===== src/rtl/flash_status_poller.sv =====
module flash_status_poller #(
  parameter int CLK_DIV   = 2,
  parameter int MAX_BYTES = 64
) (
  input  logic       clk,
  input  logic       rst_n,
  input  logic       start,
  input  logic       hs_mode,
  output logic       spi_cs_n,
  output logic       spi_sck,
  output logic       spi_mosi,
  input  logic       spi_miso,
  output logic [7:0] status_byte,
  output logic       ready,
  output logic       timeout,
  output logic       cmp_match,
  output logic       done,
  output logic       busy
);
  localparam int DW = $clog2(CLK_DIV + 1);
  localparam int BW = $clog2(MAX_BYTES + 1);
  localparam logic [7:0] RD_CMD = 8'hD7;

  logic [DW-1:0] div_q;
  logic [4:0]    bit_q;
  logic [4:0]    hdr_len_q;
  logic          in_hdr_q;
  logic [15:0]   tx_q;
  logic [7:0]    rx_q;
  logic [BW-1:0] nbyte_q;

  wire tick     = (div_q == DW'(CLK_DIV - 1));
  wire fall     = tick && spi_sck;
  wire hdr_end  = in_hdr_q && (bit_q == hdr_len_q - 5'd1);
  wire byte_end = !in_hdr_q && (bit_q == 5'd7);

  assign busy      = !spi_cs_n;
  assign spi_mosi  = !spi_cs_n && in_hdr_q && tx_q[15];
  assign cmp_match = done && !status_byte[6];

  always_ff @(posedge clk or negedge rst_n) begin
    if (!rst_n) begin
      spi_cs_n    <= 1'b1;
      spi_sck     <= 1'b0;
      div_q       <= '0;
      bit_q       <= '0;
      hdr_len_q   <= 5'd8;
      in_hdr_q    <= 1'b0;
      tx_q        <= '0;
      rx_q        <= '0;
      nbyte_q     <= '0;
      status_byte <= '0;
      ready       <= 1'b0;
      timeout     <= 1'b0;
      done        <= 1'b0;
    end else begin
      done <= 1'b0;
      if (spi_cs_n) begin
        if (start) begin
          spi_cs_n  <= 1'b0;
          spi_sck   <= 1'b0;
          div_q     <= '0;
          bit_q     <= '0;
          hdr_len_q <= hs_mode ? 5'd16 : 5'd8;
          in_hdr_q  <= 1'b1;
          tx_q      <= {RD_CMD, 8'h00};
          nbyte_q   <= '0;
          ready     <= 1'b0;
          timeout   <= 1'b0;
        end
      end else begin
        div_q <= tick ? '0 : div_q + DW'(1);
        if (tick && !spi_sck) begin
          spi_sck <= 1'b1;
          rx_q    <= {rx_q[6:0], spi_miso};
        end
        if (fall) begin
          spi_sck <= 1'b0;
          bit_q   <= bit_q + 5'd1;
          if (in_hdr_q) tx_q <= {tx_q[14:0], 1'b0};
          if (hdr_end) begin
            in_hdr_q <= 1'b0;
            bit_q    <= '0;
          end
          if (byte_end) begin
            bit_q <= '0;
            if (rx_q[7] || nbyte_q == BW'(MAX_BYTES - 1)) begin
              spi_cs_n    <= 1'b1;
              done        <= 1'b1;
              status_byte <= {rx_q[7:1], 1'b0};
              ready       <= rx_q[7];
              timeout     <= !rx_q[7];
            end else begin
              nbyte_q <= nbyte_q + BW'(1);
            end
          end
        end
      end
    end
  end
endmodule


===== config.mk =====
export PLATFORM = sky130hd
export DESIGN_NAME = flash_status_poller
export DESIGN_NICKNAME = d
export VERILOG_FILES = /design/src/rtl/flash_status_poller.sv
export SDC_FILE = /design/constraint.sdc
export NUM_CORES = 1
export LEC_CHECK = 0
export BUFFER_PORTS_ARGS = -buffer_cell sky130_fd_sc_hd__clkbuf_2
export CORE_MARGIN = 5
export CORE_UTILIZATION = 52
export CTS_CLUSTER_SIZE = 30
export DETAILED_ROUTE_END_ITERATION = 10
export PLACE_DENSITY = 0.74
export SLEW_MARGIN = 20
export SYNTH_ARGS = -nofsm -noshare
export SYNTH_HDL_FRONTEND = slang
export SYNTH_SLANG_ARGS = --single-unit
export TNS_END_PERCENT = 20

===== constraint.sdc =====
create_clock -name clk -period 1.93 [get_ports clk]
set_input_delay 0.0965 -clock clk [delete_from_list [all_inputs] [get_ports clk]]
set_output_delay 0.0965 -clock clk [all_outputs]
set_load 0.03 [all_outputs]

==> flow_summary.json, run 1 <==
{
  "finalHoldWorstSlack_ns": 0.0173,
  "pins_over_their_slew_limit": 0,
  "insertedDiodeCount": 0,
  "finalPower_w": 0.00390,
  "cts.htree.levels": 2,
  "synth-seq-cells": 45,
  "timing.hold.worst.class": "in -> reg",
  "synth_largest_type_area_fraction": 0.519,
  "drtPass1Iterations": 4,
  "largest_net_degree_at_the_start_of_global_routing": 25,
  "ff_latch_area_um2": 1130,
  "synth-warning-count": 0,
  "tritoncts_sink_count": 45,
  "clk_pin_slew_ns": 0.09,
  "synth_edf_count": 0,
  "wire_per_inst_um": 14.5,
  "cap_violations": 0,
  "grt_overflow_total": 0,
  "maxUsedRoutingLayer": "met4",
  "synth.mux.area_fraction": 0.0960,
  "cts_max_path_buffers": 2,
  "wire_length_of_the_first_global_routing_pass_um": 7410,
  "synthDominantAreaCellType": "sky130_fd_sc_hd__dfrtp_1",
  "io_pins": 21,
  "multi_input_area_um2": 900,
  "layout_min_cycle_time_ns": 1.86,
  "synth_fp_nets": 199,
  "drc_violations_left": 0,
  "postSynthAreaPerCell_um2": 10.8,
  "synth_xor_area_frac": 0.0169,
  "cts_made_buffers": 5,
  "portion_of_the_post_synthesis_area_used_by_sequential_elements": 0.544,
  "clock_skew_ns": 0.00828,
  "design_area_um2": 2550,
  "postSynth.topFlopCell": "sky130_fd_sc_hd__dfrtp_1",
  "routabilityCongestion": 0.858,
  "die_width_um": 73.1,
  "utilization": 0.647,
  "tightest_slew_ns": 0.621,
  "outcome": "complete, no violations",
  "met3RoutedLength_um": 169,
  "worst_skew_pair.late_latency_ns": 0.31,
  "post_drt_via_cell_ratio": 5.54,
  "post-route-worst-setup-slack_ns": 0.0692,
  "drt_iter0_markers": 69,
  "finalHoldViolations": 0,
  "setup.worst_path.class": "reg -> reg",
  "power.static_leakage_nw": 1.21,
  "crit_path_max_fanout": 10,
  "place_hpwl_um": 2980,
  "dpl-instance-area_um2": 2410,
  "final_cell_mix": "sky130_fd_sc_hd__dfrtp_1 (43), sky130_fd_sc_hd__nand2_1 (27), sky130_fd_sc_hd__buf_4 (25)",
  "synthesis.instances": 192,
  "wl_met1_um": 1920,
  "cts-root-buf": "sky130_fd_sc_hd__clkbuf_8",
  "worstPathArrival_ns": 2.06,
  "worst_endpoint_required_time_ns": 2.13,
  "met2_wirelength_um": 2040,
  "final_common_cell": "sky130_fd_sc_hd__dfrtp_1",
  "final-setup-viol-count": 0,
  "synth_top_cells_by_area": "sky130_fd_sc_hd__dfrtp_1 (52%), sky130_fd_sc_hd__mux2_2 (8.1%), sky130_fd_sc_hd__nand2_1 (5.1%)",
  "fin_crit_sh": 0.964,
  "achievable-frequency_mhz": 537,
  "overall_track_demand_over_capacity_in_global_routing": 0.178,
  "synth_simple_gate_area_share": 0.192,
  "grt_pass1_vias": 1620,
  "drive_gt1_frac": 0.328,
  "max-vdd-ir-drop_mv": 0.849,
  "route.final.wire_length_um": 4170,
  "grt_setup_unrepaired": "true",
  "synth-adder-area-share": 0.0121,
  "place.port_buffers": 19,
  "die_area_um2": 5350,
  "ys_async_sr_fraction": 1.00,
  "nFillCells": 291,
  "final_antenna_net_count": 0,
  "post_place_setup_slack_ns": 0.0288,
  "core.rowCount": 23,
  "reg2reg_depth": 6,
  "power_per_cell_area_nw_per_um2": 1530,
  "hold_depth": 2,
  "die_height_um": 73.1,
  "dominant_combinational_cell_family_by_area_after_synthesis": "simple AND/OR/NAND/NOR gates",
  "route.vias.total": 1595,
  "synth_compound_gate_area_share": 0.105,
  "core_area_um2": 3940,
  "grt_antenna_before_repair": 0,
  "area_delta_synth_final_pct": 23.0,
  "nets": 244,
  "timing.slew.headroom": 0.586,
  "worstSetupStartpointType": "register",
  "synthDistinctLibCells": 43,
  "starting_density_of_the_core": 0.526,
  "cts_tree": "done",
  "end_kind": "register",
  "syn_area_um2": 2070
}
==> sequential cells by signal, indices dropped and copies added, names as in the netlist <==
register	cells
bit_q	5
div_q	2
done	1
in_hdr_q	1
hdr_len_q	2
status_byte	7
nbyte_q	7
ready	1
tx_q	8
spi_cs_n	1
spi_sck	1
rx_q	8
timeout	1
==> critical path, stage by stage (launching register included) <==
cell	delay, ns
sky130_fd_sc_hd__dfrtp_1	0.40
sky130_fd_sc_hd__ha_4	0.15
sky130_fd_sc_hd__nand2_2	0.05
sky130_fd_sc_hd__or4_4	0.44
sky130_fd_sc_hd__nor3_4	0.22
sky130_fd_sc_hd__buf_12	0.15
sky130_fd_sc_hd__mux2_2	0.33
==> what timing repair did <==
item,in CTS,in global routing
gates resized for setup,0,3
endpoints found under the hold margin,23,0
hold buffers,2,0
buffers inserted,1,1
endpoints found under the setup margin,2,8
==> power breakdown <==
part | total (W) | internal [W] | switching (W)
sequential | 0.00151 | 0.00129 | 0.000223
combinational | 0.00175 | 0.000826 | 0.000926
clock | 0.000641 | 0.000274 | 0.000367
total | 0.00390 | 0.00239 | 0.00152
==> Yosys cell counts, types with 3 or more instances <==
| cell type | count |
|---|---|
| sky130_fd_sc_hd__dfrtp_1 | 43 |
| sky130_fd_sc_hd__nand2_1 | 28 |
| sky130_fd_sc_hd__mux2_2 | 15 |
| sky130_fd_sc_hd__nor2_1 | 11 |
| sky130_fd_sc_hd__o21ai_0 | 11 |
| sky130_fd_sc_hd__nand3_1 | 8 |
| sky130_fd_sc_hd__clkbuf_1 | 6 |
| sky130_fd_sc_hd__nand4_1 | 6 |
| sky130_fd_sc_hd__inv_1 | 5 |
| sky130_fd_sc_hd__a21oi_1 | 4 |
| sky130_fd_sc_hd__a32o_1 | 4 |
| sky130_fd_sc_hd__xnor2_1 | 4 |
| sky130_fd_sc_hd__mux2i_1 | 3 |
| sky130_fd_sc_hd__nor2b_1 | 3 |
| sky130_fd_sc_hd__nor3_1 | 3 |
| sky130_fd_sc_hd__o311ai_0 | 3 |
==> final cells by class <==
cell class,count,share of cell area
multi-input cells,132,0.353
flip-flops and latches,45,0.443
well taps,50,0.0245
clock buffers,5,0.0270
clock inverters,3,0.0113
inverters,5,0.00736
repair buffers,48,0.134
==> routing by layer <==
layer	vias to the layer above	GRT usage
met3	6	0.0468
met4	0	0.0574
li1	783	-
met5	-	0
met1	771	0.236
met2	35	0.285
==> worst paths after layout <==
check	startpoint	endpoint	slack, ns
max reg2reg	bit_q[1]$_DFFE_PN0P_	status_byte[3]$_DFFE_PN0P_	0.07
max in group asynchronous	rst_n	status_byte[7]$_DFFE_PN0P_	1.06
max	bit_q[1]$_DFFE_PN0P_	status_byte[3]$_DFFE_PN0P_	0.07
min reg2reg	tx_q[14]$_DFFE_PN0P_	tx_q[15]$_DFFE_PN0P_	0.49
min in group asynchronous	rst_n	hdr_len_q[4]$_DFFE_PN0P_	0.34
min	spi_miso	rx_q[0]$_DFFE_PN0P_	0.02
==> per-stage QoR <==
stage,cells,TNS (ns)
final,288,0
after global routing,288,-0.107
after CTS,287,0
after detailed placement,276,0
after global placement,276,0
after floorplan,192,-0.481
==> kinds of logic (layout without fill, tap and decap cells) <==
logic type / after synthesis / in the layout
multiplexers: 18 / 18
AND/OR/NAND/NOR: 76 / 76
buffers and inverters: 15 / 61
XOR/XNOR: 4 / 4
adder cells (fa/ha/maj): 2 / 2
flip-flops: 45 / 45
AO/OA/AOI/OAI: 31 / 31
other: 1 / 1
Power figures use the tool's default switching activity.
==> run 2: changes to the inputs <==
Settings changed: RECOVER_POWER set to 100.
==> flow_summary.json, run 2 (same netlist as run 1, synthesis figures left out) <==
{
  "outcome": "complete, no violations",
  "power.share.switching": 0.393,
  "power_per_cell_area_nw_per_um2": 1530,
  "cts_made_buffers": 5,
  "drt_iter0_markers": 72,
  "largest_net_degree_at_the_start_of_global_routing": 25,
  "grt_setup_unrepaired": "true",
  "die_area_um2": 5350,
  "met1_usage": 0.236,
  "reg2reg_depth": 6,
  "final_cell_mix": "sky130_fd_sc_hd__dfrtp_1 (43), sky130_fd_sc_hd__nand2_1 (27), sky130_fd_sc_hd__buf_4 (21)",
  "crit_path_max_fanout": 10,
  "grt.busiest_layer": "met2",
  "insertedDiodeCount": 0,
  "drive_gt1_frac": 0.252,
  "place_hpwl_um": 2980,
  "die_height_um": 73.1,
  "worst_setup_slack_for_register_to_register_paths_ns": 0.07,
  "wire_length_of_the_first_global_routing_pass_um": 7410,
  "clk_pin_slew_ns": 0.09,
  "end_kind": "register",
  "global_route.usage.met3": 0.0468,
  "final_antenna_net_count": 0,
  "ff_latch_area_um2": 1130,
  "setup.worst_path.class": "reg -> reg",
  "critPathLaunch": "bit_q[1]$_DFFE_PN0P_",
  "starting_density_of_the_core": 0.526,
  "cellInternalPower_w": 0.00234,
  "critical_path.reg2reg.endpoint": "status_byte[3]$_DFFE_PN0P_",
  "routabilityCongestion": 0.858,
  "route.vias.total": 1601,
  "tightest_slew_ns": 1.34,
  "drtPass1Iterations": 4,
  "final_common_cell": "sky130_fd_sc_hd__dfrtp_1",
  "timing.slew.headroom": 0.109,
  "core_area_um2": 3940,
  "place.port_buffers": 19,
  "netSwitchingPower_w": 0.00152,
  "io_pins": 21,
  "wire_per_inst_um": 14.6,
  "finalHoldViolations": 0,
  "clock_skew_ns": 0.00800,
  "power.share.combinational": 0.442,
  "tritoncts_sink_count": 45,
  "met2_usage": 0.285,
  "reg.largest.list": "rx_q: 8 flops, tx_q: 8 flops",
  "grt_antenna_before_repair": 0,
  "nFillCells": 305,
  "worst_skew_pair.late_latency_ns": 0.31,
  "nets": 244,
  "pins_over_their_slew_limit": 0,
  "grt_overflow_total": 0,
  "final-setup-viol-count": 0,
  "power.static_leakage_nw": 1.14,
  "utilization": 0.639,
  "worst_endpoint_required_time_ns": 2.13,
  "die_width_um": 73.1,
  "area_delta_synth_final_pct": 21.4,
  "achievable-frequency_mhz": 537,
  "route.final.wire_length_um": 4210,
  "layoutNonFillerInstCount": 288,
  "cts_tree": "done",
  "fin_crit_sh": 0.965,
  "rr_startpoint": "bit_q[1]$_DFFE_PN0P_",
  "worstPathArrival_ns": 2.06,
  "cts.htree.levels": 2,
  "place_inst": 276,
  "seq_power_share": 0.391,
  "core.rowCount": 23,
  "cp-endpoint": "status_byte[3]$_DFFE_PN0P_",
  "layout_min_cycle_time_ns": 1.86,
  "multi_input_area_um2": 900,
  "cap_violations": 0,
  "post_drt_via_cell_ratio": 5.56,
  "grt_pass1_vias": 1620,
  "max-vdd-ir-drop_mv": 0.854,
  "cts_max_path_buffers": 2,
  "drc_violations_left": 0,
  "overall_track_demand_over_capacity_in_global_routing": 0.178,
  "cts-root-buf": "sky130_fd_sc_hd__clkbuf_8",
  "pwr-share-clk": 0.167,
  "worstSetupStartpointType": "register",
  "timing.hold.worst.class": "in -> reg"
}
==> run 2: cell types whose count changed in the layout (fill, tap and decap cells not counted) <==
| cell | previous run | this run |
|---|---|---|
| sky130_fd_sc_hd__clkbuf_1 | 0 | 18 |
| sky130_fd_sc_hd__buf_4 | 25 | 21 |
| sky130_fd_sc_hd__clkbuf_2 | 19 | 4 |
| sky130_fd_sc_hd__buf_2 | 0 | 1 |
==> run 2: repair_timing <==
action / 4_1_cts / 5_1_grt
endpoints found under the setup margin: 2 / 8
hold endpoints to repair: 23 / 0
gates resized for setup: 0 / 3
hold buffers: 2 / 0
setup buffers: 1 / 1
==> run 2: how the worst min path moves through the flow <==
stage	cells after the start	slack (ns)	startpoint	end
after global placement	1	0.14	rst_n	hdr_len_q[4]$_DFFE_PN0P_
after global routing	2	0.02	spi_miso	rx_q[0]$_DFFE_PN0P_
after CTS	2	0.01	spi_miso	rx_q[0]$_DFFE_PN0P_
after detailed placement	1	0.14	rst_n	hdr_len_q[4]$_DFFE_PN0P_
final	2	0.02	spi_miso	rx_q[0]$_DFFE_PN0P_
after floorplan	0	-0.20	rst_n	bit_q[0]$_DFFE_PN0P_
==> run 2: layer usage <==
layer	part of all wire	routed length [um]	up-vias
met3	0.038	160	6
met4	0.012	49	0
met5	0	0	-
li1	-	-	781
met1	0.46	1940	783
met2	0.49	2060	31
==> run 2: layout make-up <==
class / instances / area share
Timing Repair Buffer: 48 / 0.123
Tap cell: 50 / 0.0249
Inverter: 5 / 0.00746
Sequential cell: 45 / 0.448
Multi-Input combinational cell: 132 / 0.357
Clock inverter: 3 / 0.0114
Clock buffer: 5 / 0.0273
==> run 2: power groups by stage <==
stage                     clock network [W]  logic [W]  registers, W
after detailed placement                  0    0.00171       0.00152
after floorplan                           0   0.000973       0.00163
final                              0.000643    0.00170       0.00151
after global placement                    0    0.00167       0.00151
after global routing               0.000698    0.00189       0.00155
after CTS                          0.000657    0.00173       0.00150
==> run 2: critical path, stage by stage, from the launching register on <==
cell                      delay (ns)
sky130_fd_sc_hd__dfrtp_1        0.40
sky130_fd_sc_hd__ha_4           0.15
sky130_fd_sc_hd__nand2_2        0.05
sky130_fd_sc_hd__or4_4          0.44
sky130_fd_sc_hd__nor3_4         0.22
sky130_fd_sc_hd__buf_12         0.16
sky130_fd_sc_hd__mux2_2         0.33
==> run 2: per-stage QoR <==
stage	instance area, um2	setup slack [ns]	power (W)	TNS (ns)	hold WS, ns
finish	2520	0.0678	0.00385	0	0.0171
global route	2520	-0.0219	0.00414	-0.112	0.0240
CTS	2530	0.00219	0.00389	0	0.0121
detailed placement	2410	0.0288	0.00323	0	0.138
global placement	2410	0.0512	0.00318	0	0.136
floorplan	2090	-0.0687	0.00260	-0.481	-0.199
